$ cat config.mk
export PLATFORM = sky130hd
export DESIGN_NAME = cardrd_dma_seq
export DESIGN_NICKNAME = d
export VERILOG_FILES = /design/src/rtl/cardrd_pkg.sv /design/src/rtl/cardrd_rxfifo.sv /design/src/rtl/cardrd_dreq.sv /design/src/rtl/cardrd_seq.sv /design/src/rtl/cardrd_dma_seq.sv
export SDC_FILE = /design/constraint.sdc
export NUM_CORES = 1
export LEC_CHECK = 0
export ABC_CLOCK_PERIOD_IN_PS = 7500
export BUFFER_PORTS_ARGS = -buffer_cell sky130_fd_sc_hd__buf_4
export CORE_UTILIZATION = 35
export DETAILED_ROUTE_END_ITERATION = 10
export PLACE_DENSITY = 0.47
export SLEW_MARGIN = 20
export SYNTH_ARGS = -nofsm -noshare
export SYNTH_HDL_FRONTEND = slang
export SYNTH_HIERARCHICAL = 1
export SYNTH_SLANG_ARGS = --single-unit
$ cat constraint.sdc
create_clock -name clk -period 7.5 [get_ports clk]
set_clock_uncertainty 0.1 [all_clocks]
set_input_delay 1.125 -clock clk [delete_from_list [all_inputs] [get_ports clk]]
set_output_delay 1.125 -clock clk [all_outputs]
set_load 0.01 [all_outputs]
$ cat src/rtl/cardrd_pkg.sv
package cardrd_pkg;
   typedef enum logic [2:0] {
      SQ_IDLE,
      SQ_CMD,
      SQ_RSP,
      SQ_DAT,
      SQ_HALT
   } sq_state_e;

   typedef struct packed {
      logic dto;
      logic crc;
      logic cto;
      logic bte;
   } evt_t;

   localparam logic [2:0] XSET_FLUSH = 3'b100;
   localparam logic [1:0] RA_CTRL = 2'd0;
   localparam logic [1:0] RA_CMD  = 2'd1;
   localparam logic [1:0] RA_BCNT = 2'd2;
   localparam logic [1:0] RA_STAT = 2'd3;
endpackage

$ cat src/rtl/cardrd_rxfifo.sv
module cardrd_rxfifo #(
   parameter int DW    = 32,
   parameter int DEPTH = 16,
   localparam int LW   = $clog2(DEPTH + 1)
) (
   input  logic          clk,
   input  logic          rst_n,
   input  logic          clr,
   input  logic          wr_en,
   input  logic [DW-1:0] wr_data,
   input  logic          rd_en,
   output logic [DW-1:0] rd_data,
   output logic [LW-1:0] level
);
   localparam int PW = $clog2(DEPTH);

   initial begin
      assert (DEPTH >= 4 && (DEPTH & (DEPTH - 1)) == 0)
         else $error("cardrd_rxfifo: DEPTH must be a power of two, at least 4");
   end

   logic [DW-1:0] mem [DEPTH];
   logic [PW-1:0] wp, rp;
   logic          full, empty, do_wr, do_rd;

   assign full    = (level == LW'(DEPTH));
   assign empty   = (level == '0);
   assign do_wr   = wr_en && !full && !clr;
   assign do_rd   = rd_en && !empty && !clr;
   assign rd_data = mem[rp];

   always_ff @(posedge clk) begin
      if (do_wr) mem[wp] <= wr_data;
   end

   always_ff @(posedge clk) begin
      if (!rst_n || clr) begin
         wp    <= '0;
         rp    <= '0;
         level <= '0;
      end else begin
         if (do_wr) wp <= wp + 1'b1;
         if (do_rd) rp <= rp + 1'b1;
         level <= level + LW'(do_wr) - LW'(do_rd);
      end
   end

   AST_CLR_EMPTIES: assert property (@(posedge clk) disable iff (!rst_n)
      clr |=> (level == '0));
   AST_LEVEL_BOUND: assert property (@(posedge clk) disable iff (!rst_n)
      level <= LW'(DEPTH));
endmodule

$ cat src/rtl/cardrd_dreq.sv
module cardrd_dreq import cardrd_pkg::*; #(
   parameter int LW       = 5,
   parameter int THRESH   = 4,
   parameter bit FLUSH_EN = 1'b1
) (
   input  logic          clk,
   input  logic          rst_n,
   input  logic          dma_en,
   input  logic [2:0]    xfer_set,
   input  logic          seq_idle,
   input  logic [LW-1:0] level,
   output logic          dma_req
);
   logic stream_req, flush_req;

   initial begin
      assert (THRESH >= 1 && THRESH < (1 << LW))
         else $error("cardrd_dreq: THRESH out of range for level width");
   end

   assign stream_req = (level >= LW'(THRESH));

   generate
      if (FLUSH_EN) begin : g_flush
         assign flush_req = seq_idle && (xfer_set == XSET_FLUSH) && (level != '0);
      end else begin : g_noflush
         assign flush_req = 1'b0;
      end
   endgenerate

   assign dma_req = dma_en && (stream_req || flush_req);

   AST_REQ_NEEDS_EN: assert property (@(posedge clk) disable iff (!rst_n)
      dma_req |-> dma_en);
   AST_LOW_LEVEL_ONLY_FLUSH: assert property (@(posedge clk) disable iff (!rst_n)
      (dma_req && level < LW'(THRESH)) |-> (seq_idle && xfer_set == XSET_FLUSH));
endmodule

$ cat src/rtl/cardrd_seq.sv
module cardrd_seq import cardrd_pkg::*; #(
   parameter int BCW = 16
) (
   input  logic           clk,
   input  logic           rst_n,
   input  logic           start,
   input  logic           cmd_off,
   input  logic           bcnt_we,
   input  logic [BCW-1:0] bcnt_wdata,
   input  logic           auto_en,
   input  logic           cmd_done,
   input  logic           rsp_valid,
   input  logic           rsp_timeout,
   input  logic           rsp_crc_err,
   input  logic           dat_blk_end,
   input  logic           dat_crc_err,
   input  logic           dat_timeout,
   output sq_state_e      state,
   output logic [BCW-1:0] bcnt,
   output evt_t           evt,
   output logic           cmd_go,
   output logic           dat_go,
   output logic           dat_accept
);
   sq_state_e      nxt;
   logic [BCW-1:0] bcnt_nxt;
   logic           last_blk, dat_err;

   assign dat_err    = dat_crc_err || dat_timeout;
   assign last_blk   = (bcnt <= BCW'(1));
   assign dat_accept = (state == SQ_DAT) && !dat_err && !cmd_off;

   always_comb begin
      nxt      = state;
      bcnt_nxt = bcnt;
      evt      = '0;
      cmd_go   = 1'b0;
      dat_go   = 1'b0;
      unique case (state)
         SQ_IDLE: begin
            if (start) begin
               nxt    = SQ_CMD;
               cmd_go = 1'b1;
            end else if (bcnt_we) begin
               bcnt_nxt = bcnt_wdata;
            end
         end
         SQ_CMD: if (cmd_done) nxt = SQ_RSP;
         SQ_RSP: begin
            if (rsp_timeout) begin
               nxt     = SQ_HALT;
               evt.cto = 1'b1;
            end else if (rsp_crc_err) begin
               nxt     = SQ_HALT;
               evt.crc = 1'b1;
            end else if (rsp_valid) begin
               nxt    = SQ_DAT;
               dat_go = 1'b1;
            end
         end
         SQ_DAT: begin
            if (dat_crc_err) begin
               nxt     = SQ_HALT;
               evt.crc = 1'b1;
            end else if (dat_timeout) begin
               nxt     = SQ_HALT;
               evt.dto = 1'b1;
            end else if (dat_blk_end) begin
               bcnt_nxt = (bcnt == '0) ? '0 : bcnt - 1'b1;
               if (last_blk) begin
                  nxt     = SQ_IDLE;
                  evt.bte = 1'b1;
               end else if (auto_en) begin
                  dat_go = 1'b1;
               end else begin
                  nxt = SQ_IDLE;
               end
            end
         end
         SQ_HALT: nxt = SQ_HALT;
         default: nxt = SQ_IDLE;
      endcase
      if (cmd_off) begin
         nxt    = SQ_IDLE;
         cmd_go = 1'b0;
         dat_go = 1'b0;
      end
   end

   always_ff @(posedge clk) begin
      if (!rst_n) begin
         state <= SQ_IDLE;
         bcnt  <= '0;
      end else begin
         state <= nxt;
         bcnt  <= bcnt_nxt;
      end
   end

   AST_HALT_HOLDS: assert property (@(posedge clk) disable iff (!rst_n)
      (state == SQ_HALT && !cmd_off) |=> (state == SQ_HALT));
   AST_CNT_DEC: assert property (@(posedge clk) disable iff (!rst_n)
      (state == SQ_DAT && dat_blk_end && !dat_err && !cmd_off && bcnt != '0)
      |=> (bcnt == $past(bcnt) - 1'b1));
   AST_MANUAL_STOPS: assert property (@(posedge clk) disable iff (!rst_n)
      (state == SQ_DAT && dat_blk_end && !dat_err && !cmd_off && !auto_en)
      |=> (state == SQ_IDLE));
   AST_ERR_NO_RESUME: assert property (@(posedge clk) disable iff (!rst_n)
      (state == SQ_DAT && dat_err) |-> !dat_go);
endmodule

$ cat src/rtl/cardrd_dma_seq.sv
module cardrd_dma_seq import cardrd_pkg::*; #(
   parameter int DW       = 32,
   parameter int DEPTH    = 16,
   parameter int THRESH   = 4,
   parameter int BCW      = 16,
   parameter bit FLUSH_EN = 1'b1
) (
   input  logic          clk,
   input  logic          rst_n,
   input  logic          reg_we,
   input  logic [1:0]    reg_addr,
   input  logic [31:0]   reg_wdata,
   output logic [31:0]   reg_rdata,
   output logic          cmd_go,
   input  logic          cmd_done,
   input  logic          rsp_valid,
   input  logic          rsp_timeout,
   input  logic          rsp_crc_err,
   output logic          dat_go,
   input  logic          dat_valid,
   input  logic [DW-1:0] dat_word,
   input  logic          dat_blk_end,
   input  logic          dat_crc_err,
   input  logic          dat_timeout,
   output logic          dma_req,
   input  logic          dma_ack,
   output logic [DW-1:0] dma_rdata,
   output logic          irq
);
   localparam int LW      = $clog2(DEPTH + 1);
   localparam int LVL_LSB = 8;

   initial begin
      assert (BCW <= 32 && LVL_LSB + LW <= 32 && DW >= 1)
         else $error("cardrd_dma_seq: parameter widths exceed register width");
   end

   logic           dma_en, auto_en;
   logic [2:0]     xfer_set;
   logic           wr_ctrl, wr_cmd, wr_bcnt, wr_stat;
   logic           start, cmd_off, fifo_clr, dat_accept;
   sq_state_e      state;
   logic [BCW-1:0] bcnt;
   evt_t           evt, flags, w1c;
   logic [LW-1:0]  level;
   logic           unused_wbits;

   assign wr_ctrl  = reg_we && reg_addr == RA_CTRL;
   assign wr_cmd   = reg_we && reg_addr == RA_CMD;
   assign wr_bcnt  = reg_we && reg_addr == RA_BCNT;
   assign wr_stat  = reg_we && reg_addr == RA_STAT;
   assign start    = wr_cmd && reg_wdata[0];
   assign cmd_off  = wr_cmd && reg_wdata[1];
   assign fifo_clr = wr_cmd && reg_wdata[2];
   assign w1c      = wr_stat ? evt_t'(reg_wdata[4:1]) : '0;
   assign unused_wbits = ^reg_wdata;

   always_ff @(posedge clk) begin
      if (!rst_n) begin
         dma_en   <= 1'b0;
         auto_en  <= 1'b0;
         xfer_set <= '0;
         flags    <= '0;
      end else begin
         if (wr_ctrl) begin
            dma_en   <= reg_wdata[0];
            auto_en  <= reg_wdata[1];
            xfer_set <= reg_wdata[4:2];
         end
         flags <= (flags & ~w1c) | evt;
      end
   end

   cardrd_seq #(.BCW(BCW)) u_seq (
      .clk         (clk),
      .rst_n       (rst_n),
      .start       (start),
      .cmd_off     (cmd_off),
      .bcnt_we     (wr_bcnt),
      .bcnt_wdata  (reg_wdata[BCW-1:0]),
      .auto_en     (auto_en),
      .cmd_done    (cmd_done),
      .rsp_valid   (rsp_valid),
      .rsp_timeout (rsp_timeout),
      .rsp_crc_err (rsp_crc_err),
      .dat_blk_end (dat_blk_end),
      .dat_crc_err (dat_crc_err),
      .dat_timeout (dat_timeout),
      .state       (state),
      .bcnt        (bcnt),
      .evt         (evt),
      .cmd_go      (cmd_go),
      .dat_go      (dat_go),
      .dat_accept  (dat_accept)
   );

   cardrd_rxfifo #(.DW(DW), .DEPTH(DEPTH)) u_fifo (
      .clk     (clk),
      .rst_n   (rst_n),
      .clr     (fifo_clr),
      .wr_en   (dat_valid && dat_accept),
      .wr_data (dat_word),
      .rd_en   (dma_req && dma_ack),
      .rd_data (dma_rdata),
      .level   (level)
   );

   cardrd_dreq #(.LW(LW), .THRESH(THRESH), .FLUSH_EN(FLUSH_EN)) u_dreq (
      .clk      (clk),
      .rst_n    (rst_n),
      .dma_en   (dma_en),
      .xfer_set (xfer_set),
      .seq_idle (state == SQ_IDLE),
      .level    (level),
      .dma_req  (dma_req)
   );

   always_comb begin
      reg_rdata = '0;
      unique case (reg_addr)
         RA_CTRL: reg_rdata[4:0] = {xfer_set, auto_en, dma_en};
         RA_CMD:  reg_rdata = '0;
         RA_BCNT: reg_rdata[BCW-1:0] = bcnt;
         RA_STAT: begin
            reg_rdata[0]                = (state != SQ_IDLE);
            reg_rdata[4:1]              = flags;
            reg_rdata[LVL_LSB +: LW]    = level;
         end
         default: reg_rdata = '0;
      endcase
   end

   assign irq = |flags;

   AST_FLAG_STICKY: assert property (@(posedge clk) disable iff (!rst_n)
      !wr_stat |=> ((flags & $past(flags)) == $past(flags)));
   AST_NO_CAPTURE_HALT: assert property (@(posedge clk) disable iff (!rst_n)
      (state == SQ_HALT && !fifo_clr) |=> (level <= $past(level)));
endmodule

# Yosys cells after proc, flatten, opt, wreduce, memory -nomap -nowiden

Memories as Yosys holds them, arrays and structs flattened. A register that Yosys moved wholly into a read port is not among the register bits.
Cells that the tools add are included.
W data, S select, Z words.

Bits in latches: 0
Bits in writable memories: 512
Input port bits: 78
Memories: 1
Memory bits (read-only): 0
Word-level logic and storage cells: 135
Register bits after elaboration: 41
Output and inout bits: 68

Memories:

| name       | depth | bits a word | read ports | clocked after Yosys merged registers in | write ports | RTL line            | RTL |
|---|---|---|---|---|---|---|---|
| u_fifo.mem | 16    | 32          | 1          | 1                                       | 1           | cardrd_rxfifo.sv:22 | `logic [DW-1:0] mem [DEPTH];` |

Bitwise logic cells: 4
Shift operators: 0
Add/sub/neg operators: 5
Mux-type cells: 54
Equal/unequal tests: 19
$mul: 0
Reduce and logical (&&, ||, !) cells: 38
Divide/modulo/power cells: 0
Magnitude comparators: 2

Operators with widths:

| operator                | number |
|---|---|
| $mux W16                | 6 |
| $mux W3                 | 12 |
| $pmux W16 S2            | 1 |
| $mux W1                 | 27 |
| $pmux W5 S4             | 1 |
| $logic_and A1 B1 Y1     | 18 |
| $le A16 B1 Y1 const B   | 1 |
| $logic_not A16 Y1       | 1 |
| $sub A16 B1 Y16 const B | 1 |
| $pmux W3 S5             | 1 |
| $ne A2 B2 Y1 const B    | 7 |
| $mux W4                 | 3 |
| $pmux W5 S2             | 1 |
| $add A4 B1 Y4 const B   | 2 |
| $ne A4 B4 Y1 const B    | 2 |
| $eq A3 B2 Y1 const B    | 2 |
| $eq A3 B3 Y1 const B    | 2 |
| $logic_not A1 Y1        | 6 |
| $reduce_and A6 Y1       | 1 |
| $add A5 B1 Y5           | 1 |
| $eq A5 B5 Y1 const B    | 1 |
| $ge A5 B3 Y1 const B    | 1 |
| $logic_not A5 Y1        | 1 |
| $ne A5 B4 Y1 const B    | 1 |
| 18 further kinds        | 22 |

# Logic depth before layout (Yosys ltp)

Gate-level depths: netlist (run 1).

Depth in word-level cells: 10
Gate-level depth with buffers: 16
Gate-level depth less buffers: 14

# Hierarchy

Netlist (run 1), hierarchy kept.

By module, submodules not included:

| module         | cells each | seq. area each (um^2) | times used | area an instance (um^2) |
|---|---|---|---|---|
| cardrd_rxfifo  | 894        | 15,715.1              | 1          | 20,021.7 |
| cardrd_seq     | 179        | 380.4                 | 1          | 1,337.5 |
| cardrd_dma_seq | 98         | 180.2                 | 1          | 812.0 |
| cardrd_dreq    | 4          | 0.0                   | 1          | 28.8 |

# Least setup slack after synthesis (run 1)

No wires, ideal clock.

Path type: input-to-reg
Start point: input port reg_addr[1]
End point: memory u_fifo.mem[3][0] (enable)
Slack: 1.621 ns
Library setup time: 0.501 ns
Stages on the path: 8
Arrival time: 5.278 ns
Required time: 6.899 ns
Buffers on the path: 2
Cells stage by stage: buf_6 > clkbuf_1 > nor3b_1 > nor2_1 > and2_1 > nor2b_1 > nand2_1 > nor4_1

Word-level cells in the longest chain between the ends: 10
Elaborated cells between the ends (all ways): 12
Those cells by class: eq/ne: 1; mux: 2; reduce/logical: 9

RTL lines:

| element                           | RTL line              | RTL |
|---|---|---|
| from (decl)                       | cardrd_dma_seq.sv:11  | `input logic [1:0] reg_addr,` |
| $eq A2 B1 Y1                      | cardrd_dma_seq.sv:49  | `assign wr_cmd = reg_we && reg_addr == RA_CMD;` |
| $logic_and A1 B1 Y1               | cardrd_dma_seq.sv:49  |  |
| $logic_and A1 B1 Y1               | cardrd_dma_seq.sv:53  | `assign cmd_off = wr_cmd && reg_wdata[1];` |
| net cmd_off                       | cardrd_dma_seq.sv:41  | `logic start, cmd_off, fifo_clr, dat_accept;` |
| $logic_not A1 Y1                  | cardrd_seq.sv:31      | `assign dat_accept = (state == SQ_DAT) && !dat_err && !cmd_off;` |
| $logic_and A1 B1 Y1               | cardrd_seq.sv:31      |  |
| net dat_accept                    | cardrd_dma_seq.sv:41  |  |
| $logic_and A1 B1 Y1               | cardrd_dma_seq.sv:101 | `.wr_en (dat_valid && dat_accept),` |
| $logic_and A1 B1 Y1 (2 in series) | cardrd_rxfifo.sv:28   | `assign do_wr = wr_en && !full && !clr;` |
| $mux W1                           | cardrd_rxfifo.sv:33   | `if (do_wr) mem[wp] <= wr_data;` |
| $mux W1 (implied by the code)     | cardrd_rxfifo.sv:33   |  |
| to (decl)                         | cardrd_rxfifo.sv:22   |  |

The timed path passes the listed nets, and every way through them passes these cells.

==> results of run 1 <==
-- sequential cells by signal (all words and copies together), names as in the netlist, named ones only --
register / count
u_fifo/rp: 4
u_fifo/mem: 512
u_fifo/level: 5
auto_en: 1
u_seq/bcnt: 16
u_fifo/wp: 4
xfer_set: 3
flags: 4
u_seq/state: 3
dma_en: 1
-- synth_stat cells (2+ instances only) --
cell         n
nand4bb_1    2
nor3b_1      9
and2_1      19
a2bb2oi_1    3
a31oi_1      5
o21ai_0     19
buf_1        9
a32o_1       9
edfxtp_1   512
xor2_1       6
nor4_1       8
nand2_1     71
a32oi_1      3
buf_6        3
mux2i_1     12
nor2_1      37
ha_1        14
mux2_2       4
a21boi_0     2
a22o_1       6
and3_1       2
buf_2       10
o41ai_1      2
buf_4       27
xnor2_1      3
nand2b_1     3
a21oi_1     17
nor3_1      10
o22ai_1      4
mux4_2     128
dfxtp_1     45
clkbuf_1    29
a22oi_1     67
nand3_1      8
nor4b_1      2
inv_1       22
nor2b_1     10
or4_1        5
a21o_1       2
o21a_1       3
o32ai_1      3
-- area by class of cell --
type / instances / share of cell area [%]
flip-flops and latches: 557 / 62.86
multi-input cells: 532 / 21.44
clock buffers: 79 / 6.154
repair buffers: 141 / 4.135
well taps: 837 / 4.043
clock inverters: 30 / 1.043
inverters: 22 / 0.3188
diodes: 1 / 0.009660
-- worst max-delay path, stage by stage, from the launching register on --
cell and delay [ns]:
dfxtp_4 0.95, buf_12 0.54, mux4_2 0.57, a22oi_1 0.35, nand2_1 0.17, buf_4 0.18
-- placed cells by master (no fill, tap or decap), types with 12 or more instances in the layout --
cell	instances
nand2_1	71
ha_1	14
a21oi_1	17
edfxtp_1	512
a22oi_1	67
dfxtp_1	43
mux4_2	128
inv_1	22
buf_4	140
o21ai_0	19
conb_1	16
clkbuf_16	61
nor2_1	32
mux2i_1	12
clkinv_1	19
clkbuf_1	18
-- kinds of logic (layout without fill, tap and decap cells) --
logic type               Yosys count  after routing
AO/OA/AOI/OAI                    152            152
adder cells (fa/ha/maj)           15             15
AND/OR/NAND/NOR                  196            196
multiplexers                     144            144
XOR/XNOR                           9              9
flip-flops                       557            557
other                              1             17
buffers and inverters            101            272
-- through the flow --
stage	util, %	std cells
final	41.67	2199
after global routing	41.66	2198
after global placement	38.66	2089
after CTS	41.66	2198
after floorplan	-	1190
after detailed placement	38.66	2089
-- final timing paths --
kind | end | start | cells after the start | slack (ns)
worst max-delay path | dma_rdata[31] | flop | 5 | 2.85
worst min-delay path | u_seq/bcnt[11] | u_seq/bcnt[11] | 2 | 0.38
worst max register to register | u_fifo/level[4] | u_seq/state[0] | 14 | 3.67
worst min register to register | u_seq/bcnt[11] | u_seq/bcnt[11] | 2 | 0.38
-- layer usage --
metal  vias up  global-route usage [%]  wire, um
li1       5060                       -         -
met1      5939                   22.71     23790
met2       205                   26.96     25410
met3        73                   3.083      2119
met4         0                   3.855       912
met5         -                       0         0
-- report_power, final --
group / internal [mW] / switching (mW)
Sequential: 3.40 / 0.0248
Combinational: 0.0981 / 0.165
Clock: 1.65 / 1.17
Total: 5.15 / 1.36
==> reports/qor.csv, run 1 <==
stage;metric;value;unit
timing;setup_viol;0;
synthesis;seq_area_frac_synth;73.31;%
timing;slew_viol_final;0;
synthesis;synth_top_area_share;69.26;%
synthesis;synth_top_family_by_area;multiplexers;
clock_network;postCtsSetupBuffers;0;
power;finalPower;6.511;mW
synthesis;yosysTopAreaCell;edfxtp_1;
timing;whs;0.3788;ns
clock_network;worst_skew_pair.late_latency;0.61;ns
route;vias_per_cell;5.128;
route;wl_per_cell;23.75;um
critical_path;worstPathMaxFanout;60;
global_route;grt_pass1_vias;11670;
placed_design;hpwl;27820;um
synthesis;synth_xor_area_share;0.3551;%
timing;setup_ws;2.846;ns
critical_path;cp-start-kind;flop;
synthesis;synth-simple-area-share;4.492;%
clock_network;clock_sinks;557;
critical_path;arrival;3.43;ns
route;drt-total-wl;52230;um
floorplanning;die_h;253.9;um
finish;fin_area;25900;um^2
clock_network;htreeDepth;2;
run_status;status;completed;
synthesis;synth_cells;1175;
global_route;grt_usage;16.47;%
placed_design;port_buffers;113;
synthesis;synthArstFlopShare;0;%
power;leakagePower;8.275;nW
power;cellPowerDensity;251.4;nW/um^2
route;num_vias;11280;
floorplanning;coreArea;62170;um^2
timing;period_minus_slack;4.654;ns
timing;tns;0;ns
clock_network;cts.clk_slew.worst_paths;0.06;ns
timing;relSlewSlack;28.31;%
synthesis;synth_warnings;6;
power;peakVddDrop;0.0001622;V
global_route;grt_max_degree;61;
synthesis;ys_types;61;
placed_design;place_area;24040;um^2
finish;drive_gt1_share;27.41;%
global_route;antenna_found_initial;0;
synthesis;avgSynthCellArea;18.89;um^2
clock_network;cts_tree;built;
clock_network;cts_hold_buf;0;
synthesis;synth_edf_count;512;
run;maxCapViolCount;0;
clock_network;postCtsResizedCells;0;
synthesis;synth.top_cells.by_area;edfxtp_1 (69%), mux4_2 (13%), dfxtp_1 (4.1%), a22oi_1 (2.3%), nand2_1 (1.2%);
placed_design;place_ws;3.010;ns
global_route;overflow;0;
timing;timing.final.crit_share;62.06;%
finish;multiInputGateArea;5553;um^2
floorplanning;ios;146;
route;drc;0;
route;drtPass1Iterations;4;
route;first_iter_violations;718;
clock_network;clockBufferDepth;3;
finish;fin_nets;1406;
synthesis;ys.flop_type;edfxtp_1;
synthesis;synthAdderAreaFrac;0.8792;%
floorplanning;dieArea;64440;um^2
floorplanning;num_rows;91;
synthesis;synth-compound-area-share;4.886;%
synthesis;synthMuxAreaShare;13.73;%
min_path;hold_class;flop to flop;
global_route;grt_pass1_wl;76850;um
critical_path;worst_ep_required_time;6.27;ns
clock_network;cts_buffers;59;
timing;worst_slew_pin_slew;1.075;ns
finish;final-seq-area;16280;um^2
finish;fill_cells;5656;
clock_network;cts_root_buffer;clkbuf_16;
floorplanning;start_util;35.71;%
synthesis;syn_area;22200;um^2
critical_path;path_class;flop to primary output;
route;antenna_left;0;
finish;synthToLayoutAreaGrowth;16.68;%
placed_design;place_congestion;0.7751;
timing;rsz0062_at_grt;false;
critical_path;end_kind;primary output;
timing;finalHoldViolations;0;
floorplanning;fp.dieW;253.9;um
synthesis;ys_seq_elements;557;
timing;fmax;214.9;MHz
No activity file was read; power rests on OpenSTA's default activity.
==> inputs of run 2 (changes only) <==
--- a/config.mk
+++ b/config.mk
@@ -5,7 +5,7 @@
 export SDC_FILE = /design/constraint.sdc
 export NUM_CORES = 1
 export LEC_CHECK = 0
-export ABC_CLOCK_PERIOD_IN_PS = 7500
+export ABC_CLOCK_PERIOD_IN_PS = 4580
 export BUFFER_PORTS_ARGS = -buffer_cell sky130_fd_sc_hd__buf_4
 export CORE_UTILIZATION = 35
 export DETAILED_ROUTE_END_ITERATION = 10
==> constraint.sdc (replaced) <==
create_clock -name clk -period 4.58 [get_ports clk]
set_clock_uncertainty 0.1 [all_clocks]
set_input_delay 0.687 -clock clk [delete_from_list [all_inputs] [get_ports clk]]
set_output_delay 0.687 -clock clk [all_outputs]
set_load 0.01 [all_outputs]
==> reports/qor.csv, run 2 (synthesis gave the netlist of run 1 again) <==
stage;metric;value;unit;change
finish;fin_nets;1415;;+0.64%
power;cellPowerDensity;404.6;nW/um^2;+61%
timing;period_minus_slack;3.974;ns;
timing;setup_ws;0.6056;ns;-2.240 ns
placed_design;place_ws;0.5143;ns;-2.495 ns
route;num_vias;11430;;+1.3%
floorplanning;die_h;253.9;um;unchanged
floorplanning;ios;146;;unchanged
finish;fin_area;25980;um^2;+0.30%
power;internal_power;8.272;mW;+61%
timing;setup_viol;0;;unchanged
timing;worst_slew_pin_slew;1.111;ns;+0.03509 ns
route;drt-total-wl;53680;um;+2.8%
global_route;grt_usage;17.05;%;+0.58 points
timing;timing.final.crit_share;86.78;%;
floorplanning;dieArea;64440;um^2;unchanged
critical_path;rrSetupSlack;0.95;ns;-2.72 ns
clock_network;postCtsResizedCells;0;;unchanged
clock_network;cts_buffers;58;;-1.7%
power;combPwrFrac;4.2;%;+0.2 points
clock_network;worst_skew_pair.late_latency;0.60;ns;about the same
route;drc;0;;unchanged
floorplanning;fp.dieW;253.9;um;unchanged
critical_path;worst_ep_required_time;3.79;ns;-2.48 ns
placed_design;hpwl;30100;um;+8.2%
global_route;grt_pass1_wl;79620;um;+3.6%
clock_network;cts_hold_buf;0;;unchanged
route;wl_per_cell;24.34;um;+2.5%
min_path;min_to;flags[0];;
route;vias_per_cell;5.183;;+1.1%
power;clkPwrFrac;42.5;%;-0.8 points
global_route;overflow;0;;unchanged
timing;slew_viol_final;0;;unchanged
finish;biggestRegsByFlops;u_fifo/mem: 512 flops, u_seq/bcnt: 16 flops, u_fifo/level: 5 flops;;
global_route;grt_pass1_vias;11980;;+2.7%
clock_network;clockBufferDepth;3;;unchanged
timing;relSlewSlack;25.97;%;-2.3 points
global_route;antenna_found_initial;0;;unchanged
clock_network;cts.clk_slew.worst_paths;0.06;ns;about the same
placed_design;place_congestion;0.8004;;+3.3%
critical_path;reg2reg_from;u_seq/state[1];;
finish;fill_cells;5616;;-0.71%
critical_path;worstPathMaxFanout;8;;-87%
placed_design;port_buffers;113;;unchanged
critical_path;reg2reg_depth;14;;unchanged
route;drtPass1Iterations;5;;+1
finish;synthToLayoutAreaGrowth;17.04;%;
power;peakVddDrop;0.0002533;V;+56%
min_path;hold_class;input port to flop;;
clock_network;htreeDepth;2;;unchanged
timing;rsz0062_at_grt;false;;
finish;regMostFlops;u_fifo/mem;;
finish;largest_register_ffs;512;;unchanged
power;p_switching;2.240;mW;+65%
critical_path;path_class;flop to primary output;;
finish;antenna_cells;0;;-1
critical_path;end_kind;primary output;;
floorplanning;num_rows;91;;unchanged
global_route;grt_max_degree;38;;-38%
floorplanning;coreArea;62170;um^2;unchanged
finish;final_cell_mix;edfxtp_1 (512), buf_4 (143), mux4_2 (128);;
route;first_iter_violations;696;;-3.1%
power;share_seq_of_total_power;53.3;%;+0.7 points
finish;final_common_cell;edfxtp_1;;
clock_network;cts_root_buffer;clkbuf_16;;
finish;drive_gt1_share;28.51;%;+1.1 points
critical_path;arrival;3.19;ns;-0.24 ns
critical_path;cp-start-kind;flop;;
min_path;min_path_cells;2;;unchanged
timing;finalHoldViolations;0;;unchanged
clock_network;postCtsSetupBuffers;0;;unchanged
placed_design;place_area;24200;um^2;+0.68%
clock_network;clock_sinks;557;;unchanged
floorplanning;start_util;35.71;%;unchanged
run;maxCapViolCount;0;;unchanged
min_path;worstHoldStart;reg_wdata[1];;
critical_path;r2r-end;u_fifo/level[4];;
timing;fmax;251.6;MHz;
run_status;status;completed;;
power;swShare;21.31;%;+0.44 points
route;antenna_left;0;;unchanged
power;leakagePower;8.321;nW;+0.56%
clock_network;cts_tree;built;;
-- run 2: layout make-up --
type	instances	area (um^2)	share of cell area (%)
Tap cell	837	1047	4.031
Multi-Input combinational cell	532	5553	21.37
Timing Repair Buffer	151	1234	4.748
Sequential cell	557	16280	62.67
Clock buffer	69	1493	5.745
Clock inverter	37	290.3	1.117
Inverter	22	82.58	0.3178
-- run 2: power groups by stage --
stage          sequential, mW  clock, mW  combinational [mW]
2_1_floorplan            5.70          0               0.273
3_5_place_dp             5.71          0               0.443
4_1_cts                  5.60       4.61               0.444
6_report                 5.60       4.47               0.443
5_1_grt                  5.60       4.80               0.492
3_3_place_gp             5.71          0               0.438
-- run 2: worst max path at each step --
| stage | from | end | slack [ns] |
|---|---|---|---|
| finish | u_seq/bcnt[4] | dat_go | 0.61 |
| global route | u_seq/bcnt[4] | dat_go | 0.48 |
| floorplan | reg_addr[1] | u_fifo/mem[3][0] | -0.86 |
| CTS | u_seq/bcnt[4] | dat_go | 0.60 |
| detailed placement | reg_addr[0] | u_fifo/level[4] | 0.51 |
| global placement | reg_addr[0] | u_fifo/level[4] | 0.51 |
-- run 2: worst max-delay path: stages (launching register included) --
cell and delay, ns:
dfxtp_1 0.40, or4_1 0.69, or4_1 0.61, o21ai_0 0.43, a2bb2oi_1 0.19, nor3_1 0.07, buf_4 0.18
-- run 2: metrics by stage --
step	hold WS, ns	total power [mW]	std cells	util, %	TNS [ns]
3_5_place_dp	0.3766	6.153	2099	38.93	0
5_1_grt	0.1707	10.89	2205	41.79	0
6_report	0.2045	10.51	2205	41.79	0
2_1_floorplan	0.3421	5.977	1190	-	-110.18
4_1_cts	0.1610	10.65	2205	41.79	0
3_3_place_gp	0.3683	6.148	2099	38.93	0
-- run 2: layer usage --
metal  part of all wire [%]  vias to the layer above  GRT usage [%]
met5                      0                        -              0
met4                    1.6                        0          3.838
met3                    4.6                       65          2.919
met2                     48                      242          27.39
met1                     46                     6055          24.20
li1                       -                     5066              -
